File: config.mk
export PLATFORM = sky130hd
export DESIGN_NAME = runin_startbit_det
export DESIGN_NICKNAME = d
export VERILOG_FILES = /design/src/rtl/rsd_pkg.sv /design/src/rtl/rsd_sync_edge.sv /design/src/rtl/rsd_runin.sv /design/src/rtl/rsd_start.sv /design/src/rtl/runin_startbit_det.sv
export SDC_FILE = /design/constraint.sdc
export NUM_CORES = 1
export LEC_CHECK = 0
export ABC_AREA = 1
export CAP_MARGIN = 40
export CORE_ASPECT_RATIO = 1.25
export CORE_MARGIN = 5
export CORE_UTILIZATION = 50
export DETAILED_ROUTE_END_ITERATION = 8
export DONT_BUFFER_PORTS = 1
export PLACE_DENSITY = 0.68
export SYNTH_ARGS = -nofsm -noshare
export SYNTH_HDL_FRONTEND = slang
export SYNTH_HIERARCHICAL = 1
export SYNTH_SLANG_ARGS = --single-unit
File: constraint.sdc
create_clock -name clk -period 1.4 [get_ports clk]
set_clock_uncertainty 0.15 [all_clocks]
set_input_delay 0 -clock clk [delete_from_list [all_inputs] [get_ports clk]]
set_output_delay 0 -clock clk [all_outputs]
set_load 0.01 [all_outputs]
File: src/rtl/rsd_pkg.sv
package rsd_pkg;

   typedef struct packed {
      logic       runin_ok;
      logic       start_ok;
      logic       ovf;
      logic       initial_st;
      logic [3:0] cnt;
   } status_t;

   localparam status_t STATUS_INIT  = '{runin_ok: 1'b0, start_ok: 1'b0, ovf: 1'b0,
                                        initial_st: 1'b1, cnt: 4'h0};
   localparam status_t STATUS_CLEAR = '{runin_ok: 1'b0, start_ok: 1'b0, ovf: 1'b0,
                                        initial_st: 1'b0, cnt: 4'h0};

endpackage

File: src/rtl/rsd_sync_edge.sv
module rsd_sync_edge #(
   parameter int STAGES = 2
) (
   input  logic clk,
   input  logic rst_n,
   input  logic d_i,
   output logic rise_o
);
   localparam int SH_W = STAGES + 1;

   if (STAGES < 2) begin : g_bad_stages
      $error("rsd_sync_edge: STAGES must be at least 2");
   end

   logic [SH_W-1:0] sh_q;

   always_ff @(posedge clk or negedge rst_n) begin
      if (!rst_n) sh_q <= '0;
      else        sh_q <= {sh_q[SH_W-2:0], d_i};
   end

   // Rising edge seen between the last synchronizer stage and the delay flop
   assign rise_o = sh_q[STAGES-1] & ~sh_q[STAGES];
endmodule

File: src/rtl/rsd_runin.sv
module rsd_runin #(
   parameter int OVF_AT  = 16,
   parameter int LO_OK   = 3,
   parameter int HI_OK   = 7,
   parameter int CNT_W   = $clog2(OVF_AT + 1)
) (
   input  logic             clk,
   input  logic             rst_n,
   input  logic             clr_i,
   input  logic             active_i,
   input  logic             win_i,
   input  logic             rise_i,
   output logic [CNT_W-1:0] cnt_o,
   output logic             ovf_o,
   output logic             valid_o
);
   localparam logic [CNT_W-1:0] LAST = CNT_W'(OVF_AT - 1);
   localparam logic [CNT_W-1:0] LO   = CNT_W'(LO_OK);
   localparam logic [CNT_W-1:0] HI   = CNT_W'(HI_OK);

   if (LO_OK > HI_OK || HI_OK >= OVF_AT) begin : g_bad_band
      $error("rsd_runin: band must satisfy LO_OK <= HI_OK < OVF_AT");
   end

   logic win_q;
   logic fall;

   assign fall = win_q & ~win_i;

   always_ff @(posedge clk or negedge rst_n) begin
      if (!rst_n) win_q <= 1'b0;
      else        win_q <= win_i;
   end

   always_ff @(posedge clk or negedge rst_n) begin
      if (!rst_n) begin
         cnt_o   <= '0;
         ovf_o   <= 1'b0;
         valid_o <= 1'b0;
      end else if (clr_i) begin
         cnt_o   <= '0;
         ovf_o   <= 1'b0;
         valid_o <= 1'b0;
      end else if (active_i) begin
         if (win_i && rise_i && !ovf_o) begin
            cnt_o <= cnt_o + 1'b1;
            if (cnt_o == LAST) ovf_o <= 1'b1;
         end
         if (fall) valid_o <= (cnt_o >= LO) && (cnt_o <= HI) && !ovf_o;
      end
   end
endmodule

File: src/rtl/rsd_start.sv
module rsd_start #(
   parameter int DLY_W = 5
) (
   input  logic             clk,
   input  logic             rst_n,
   input  logic             clr_i,
   input  logic             active_i,
   input  logic             armed_i,
   input  logic             win_i,
   input  logic             rise_i,
   input  logic [DLY_W-1:0] dly_i,
   output logic             found_o,
   output logic             stb_o,
   output logic             end_o
);
   logic             win_q;
   logic             pend_q;
   logic [DLY_W-1:0] dcnt_q;

   always_ff @(posedge clk or negedge rst_n) begin
      if (!rst_n) win_q <= 1'b0;
      else        win_q <= win_i;
   end

   assign end_o = active_i & win_q & ~win_i;

   always_ff @(posedge clk or negedge rst_n) begin
      if (!rst_n) begin
         found_o <= 1'b0;
         stb_o   <= 1'b0;
         pend_q  <= 1'b0;
         dcnt_q  <= '0;
      end else if (clr_i) begin
         found_o <= 1'b0;
         stb_o   <= 1'b0;
         pend_q  <= 1'b0;
         dcnt_q  <= '0;
      end else begin
         stb_o <= 1'b0;
         if (active_i && armed_i && win_i && rise_i && !found_o) begin
            found_o <= 1'b1;
            stb_o   <= 1'b1;
         end
         if (end_o && !found_o) begin
            pend_q <= 1'b1;
            dcnt_q <= dly_i;
         end
         if (pend_q) begin
            if (dcnt_q == '0) begin
               stb_o  <= 1'b1;
               pend_q <= 1'b0;
            end else begin
               dcnt_q <= dcnt_q - 1'b1;
            end
         end
      end
   end
endmodule

File: src/rtl/runin_startbit_det.sv
module runin_startbit_det
   import rsd_pkg::*;
#(
   parameter int SYNC_STAGES = 2,
   parameter int OVF_AT      = 16,
   parameter int LO_OK       = 3,
   parameter int HI_OK       = 7,
   parameter int DLY_W       = 5
) (
   input  logic             clk,
   input  logic             rst_n,
   input  logic             halt_i,
   input  logic             data_i,
   input  logic             runin_win_i,
   input  logic             start_win_i,
   input  logic             line_en_wr_i,
   input  logic [DLY_W-1:0] dly_i,
   input  logic             field_done_i,
   output logic [7:0]       status_o,
   output logic             sample_stb_o,
   output logic             slice_irq_o
);
   localparam int CNT_W = $clog2(OVF_AT + 1);

   logic             rise;
   logic             clr;
   logic             active_q;
   logic [CNT_W-1:0] cnt;
   logic             ovf;
   logic             runin_ok;
   logic             start_ok;
   logic             line_end;
   logic [3:0]       cnt_view;
   status_t          status_q;

   assign clr = halt_i | line_en_wr_i;

   rsd_sync_edge #(.STAGES(SYNC_STAGES)) u_sync (
      .clk    (clk),
      .rst_n  (rst_n),
      .d_i    (data_i),
      .rise_o (rise)
   );

   rsd_runin #(.OVF_AT(OVF_AT), .LO_OK(LO_OK), .HI_OK(HI_OK)) u_runin (
      .clk      (clk),
      .rst_n    (rst_n),
      .clr_i    (clr),
      .active_i (active_q),
      .win_i    (runin_win_i),
      .rise_i   (rise),
      .cnt_o    (cnt),
      .ovf_o    (ovf),
      .valid_o  (runin_ok)
   );

   rsd_start #(.DLY_W(DLY_W)) u_start (
      .clk      (clk),
      .rst_n    (rst_n),
      .clr_i    (clr),
      .active_i (active_q),
      .armed_i  (runin_ok),
      .win_i    (start_win_i),
      .rise_i   (rise),
      .dly_i    (dly_i),
      .found_o  (start_ok),
      .stb_o    (sample_stb_o),
      .end_o    (line_end)
   );

   // Count view clamps to the four status bits
   if (CNT_W > 4) begin : g_clamp
      assign cnt_view = (cnt > CNT_W'(15)) ? 4'hF : cnt[3:0];
   end else begin : g_widen
      assign cnt_view = 4'(cnt);
   end

   always_ff @(posedge clk or negedge rst_n) begin
      if (!rst_n) begin
         active_q    <= 1'b0;
         slice_irq_o <= 1'b0;
         status_q    <= STATUS_INIT;
      end else if (halt_i) begin
         active_q    <= 1'b0;
         slice_irq_o <= 1'b0;
         status_q    <= STATUS_INIT;
      end else begin
         slice_irq_o <= line_end;
         if (line_en_wr_i) begin
            active_q <= 1'b1;
            status_q <= STATUS_CLEAR;
         end else begin
            if (line_end) active_q <= 1'b0;
            if (field_done_i)
               status_q <= '{runin_ok: runin_ok, start_ok: start_ok, ovf: ovf,
                             initial_st: 1'b0, cnt: cnt_view};
         end
      end
   end

   assign status_o = status_q;
endmodule

==> results.yml <==
outcome:
  status: "finished, violations left"
  violations: "negative setup slack"
finish:
  postLayoutCoreUtil: 0.638
  n_fill_cell: 260
  diodes: 0
  drive_above_1_share: 0.196
  multi_input_area_um2: 672
  area_growth_pct: 24.9
  layout.nets: 234
  layout_common_cells: "nand2_1 (49), nor2_1 (29), dfrtp_1 (28)"
  final_common_cell: "nand2_1"
  register_area_um2: 753
  fin_cells: 255
routing:
  wl_per_cell_um: 13.5
  via_per_inst: 5.02
  wl_met1_mm: 1.32
  top_layer: "met4"
  wl_met2_mm: 1.87
  route.met3.wl_um: 162
  drt_iter0_drc: 74
  routed_wirelength_mm: 3.44
  vias: 1279
  route.detailed.drc: 0
  ant_nets: 0
  drt_pass1_iterations: 4
critical_path:
  worstPathRequired_ns: 1.52
  rrSetupSlack_ns: -0.01
  path_common_cell: "nand2_1"
  endpoint_kind: "flip-flop"
  worst_r2r_path_depth: 7
  reg2reg_from: "u_runin/cnt_o[1]"
  crit_chain: "ha_2 > nand2_2 > nor2_1 > ha_1 > nand2_1 > nand2_1 > a21oi_2"
  slowest_delay_ns: 0.39
  cp_slowest_cell: "dfrtp_1"
  critical_path_class: "reg2reg"
  critPathArrivalTime_ns: 1.53
  critPathLaunchType: "flip-flop"
  worstReg2RegEnd: "u_runin/cnt_o[4]"
  critPathMaxFanout: 2
yosys:
  syn_inst: 189
  synth_cell_type_count: 18
  netlist_area_um2: 1490
  ys_seq_area_frac: 0.505
  yosys_register_bits: 30
  synth.avg_cell_area_um2: 7.88
  synth.area.top_cells: "dfrtp_1 (49%), nand2_1 (13%), nor2_1 (7.3%)"
  synth_warnings: 6
  synth_top_cell_area_share: 0.487
  synth_top_cell_by_area: "dfrtp_1"
  syn_nets: 205
placed_design:
  dpl.cell_count: 229
  port_buffers: 0
  place.gp.congestion: 0.923
  dp_hpwl_mm: 2.34
clocking:
  path_clk_slew_ns: 0.09
  numClockSinks: 30
  clock_latency_ns: 0.33
  cts_root_buf: "clkbuf_4"
  cts_buffer_depth: 2
  cts_buffers: 5
  cts_max_level: 2
  cts_tree: "done"
die:
  core_um2: 2920
  fp.dieH_um: 71.0
  die_w_um: 58.8
  initial_core_util: 0.511
  fp.dieArea_um2: 4180
  rows: 22
  io_pins: 23
sta:
  min_period_ns: 1.41
  setup_viol: 1
  hold_violations: 0
  fmax_ghz: 0.709
  relSlewSlack: 0.809
  maxSlewViolCount: 0
  period_share: 1.01
  tightest_slew_ns: 0.286
  rsz0062_at_grt: "true"
  setup_ws_ns: -0.0112
grt:
  antenna_found_initial: 0
  grt_max_degree: 31
  track_usage: 0.189
  grt_overflow: 0
  grt_pass1_vias: 1355
  grt_pass1_wl_mm: 6.01
hold_path:
  worstHoldPathCells: 1
  min_path_type: "in2reg"
  min_to: "u_sync/sh_q[0]"
  hp-start: "data_i"
power_and_ir_drop:
  ir_drop_v: 0.000634
  leakagePower_nw: 0.899
  p_per_area_nw_per_um2: 865
run:
  maxCapViolations: 0
==> report_power, final <==
group	leakage, nW	internal (mW)	switching (mW)
Sequential	0.400	0.887	0.0161
Clock	0.0343	0.241	0.300
Combinational	0.465	0.0671	0.0981
Total	0.899	1.19	0.415
==> what timing repair did <==
item / 4_1_cts / 5_1_grt
hold buffers: 14 / 0
pin swaps: 1 / 5
buffers inserted: 1 / 3
hold endpoints to repair: 58 / 0
gates resized for setup: 3 / 10
setup endpoints to repair: 5 / 8
==> how the worst max path moves through the flow <==
stage / startpoint / endpoint / slack, ns
floorplan: u_runin/cnt_o[0] / u_runin/cnt_o[4] / 0.02
global placement: u_start/dcnt_q[0] / u_start/dcnt_q[2] / 0.03
detailed placement: u_runin/cnt_o[0] / u_runin/cnt_o[4] / -0.02
CTS: u_runin/cnt_o[1] / u_runin/cnt_o[4] / -0.02
global route: u_runin/cnt_o[1] / u_runin/cnt_o[4] / -0.10
finish: u_runin/cnt_o[1] / u_runin/cnt_o[4] / -0.01
==> Yosys cell counts <==
master and number:
dfrtp_1 29, or2_0 1, nand3_1 11, nand2_2 3, dfstp_2 1, o21ai_0 3, nor2_2 3, nand3_2 2
nor2_4 3, ha_1 3, a21oi_1 12, inv_1 27, nor2_1 29, nand2_4 2, nand4_1 3, nand3b_1 2
inv_2 4, nand2_1 51
==> metrics by stage <==
step	cell area [µm²]	total power [mW]	setup slack, ns	hold slack, ns	setup TNS [ns]
global placement	1570	1.01	0.0303	-0.445	0
CTS	1790	1.63	-0.0175	0.0531	-0.0175
global route	1860	1.70	-0.102	0.0690	-0.120
floorplan	1490	0.987	0.0199	-0.446	0
finish	1860	1.61	-0.0112	0.0722	-0.0112
detailed placement	1570	1.01	-0.0178	-0.445	-0.0217
==> flip-flops by register name, indices dropped and copies added (netlist names), 3 cells and up <==
signal and flops:
status_o 8, u_sync/sh_q 3, u_runin/cnt_o 5, u_start/dcnt_q 5
==> cells by family (layout without fill, tap and decap cells) <==
| kind of cell | after synthesis | in the layout | share of synthesized area |
|---|---|---|---|
| simple gates | 110 | 110 | 0.342 |
| buf+inv | 31 | 61 | 0.0781 |
| flops | 30 | 30 | 0.505 |
| compound gates | 15 | 15 | 0.0504 |
| fa+ha+maj | 3 | 3 | 0.0252 |
==> critical path, delay by kind of cell (launching register included) <==
family                   cells  cell delay, ns
flip-flops                   1            0.39
AND/OR/NAND/NOR              4            0.24
AO/OA/AOI/OAI                1            0.10
adder cells (fa/ha/maj)      2            0.46
==> area by class of cell <==
type,count,area share
Sequential cell,30,0.405
Multi-Input combinational cell,128,0.361
Timing Repair Buffer,22,0.113
Inverter,31,0.0625
Clock buffer,6,0.0276
Tap cell,36,0.0242
Clock inverter,2,0.00672
==> metal layers <==
| layer | GRT usage | up-vias |
|---|---|---|
| met2 | 0.332 | 28 |
| li1 | - | 638 |
| met1 | 0.208 | 604 |
| met5 | 0 | - |
| met4 | 0.0856 | 0 |
| met3 | 0.0493 | 9 |
No activity file was read; power rests on OpenSTA's default activity.
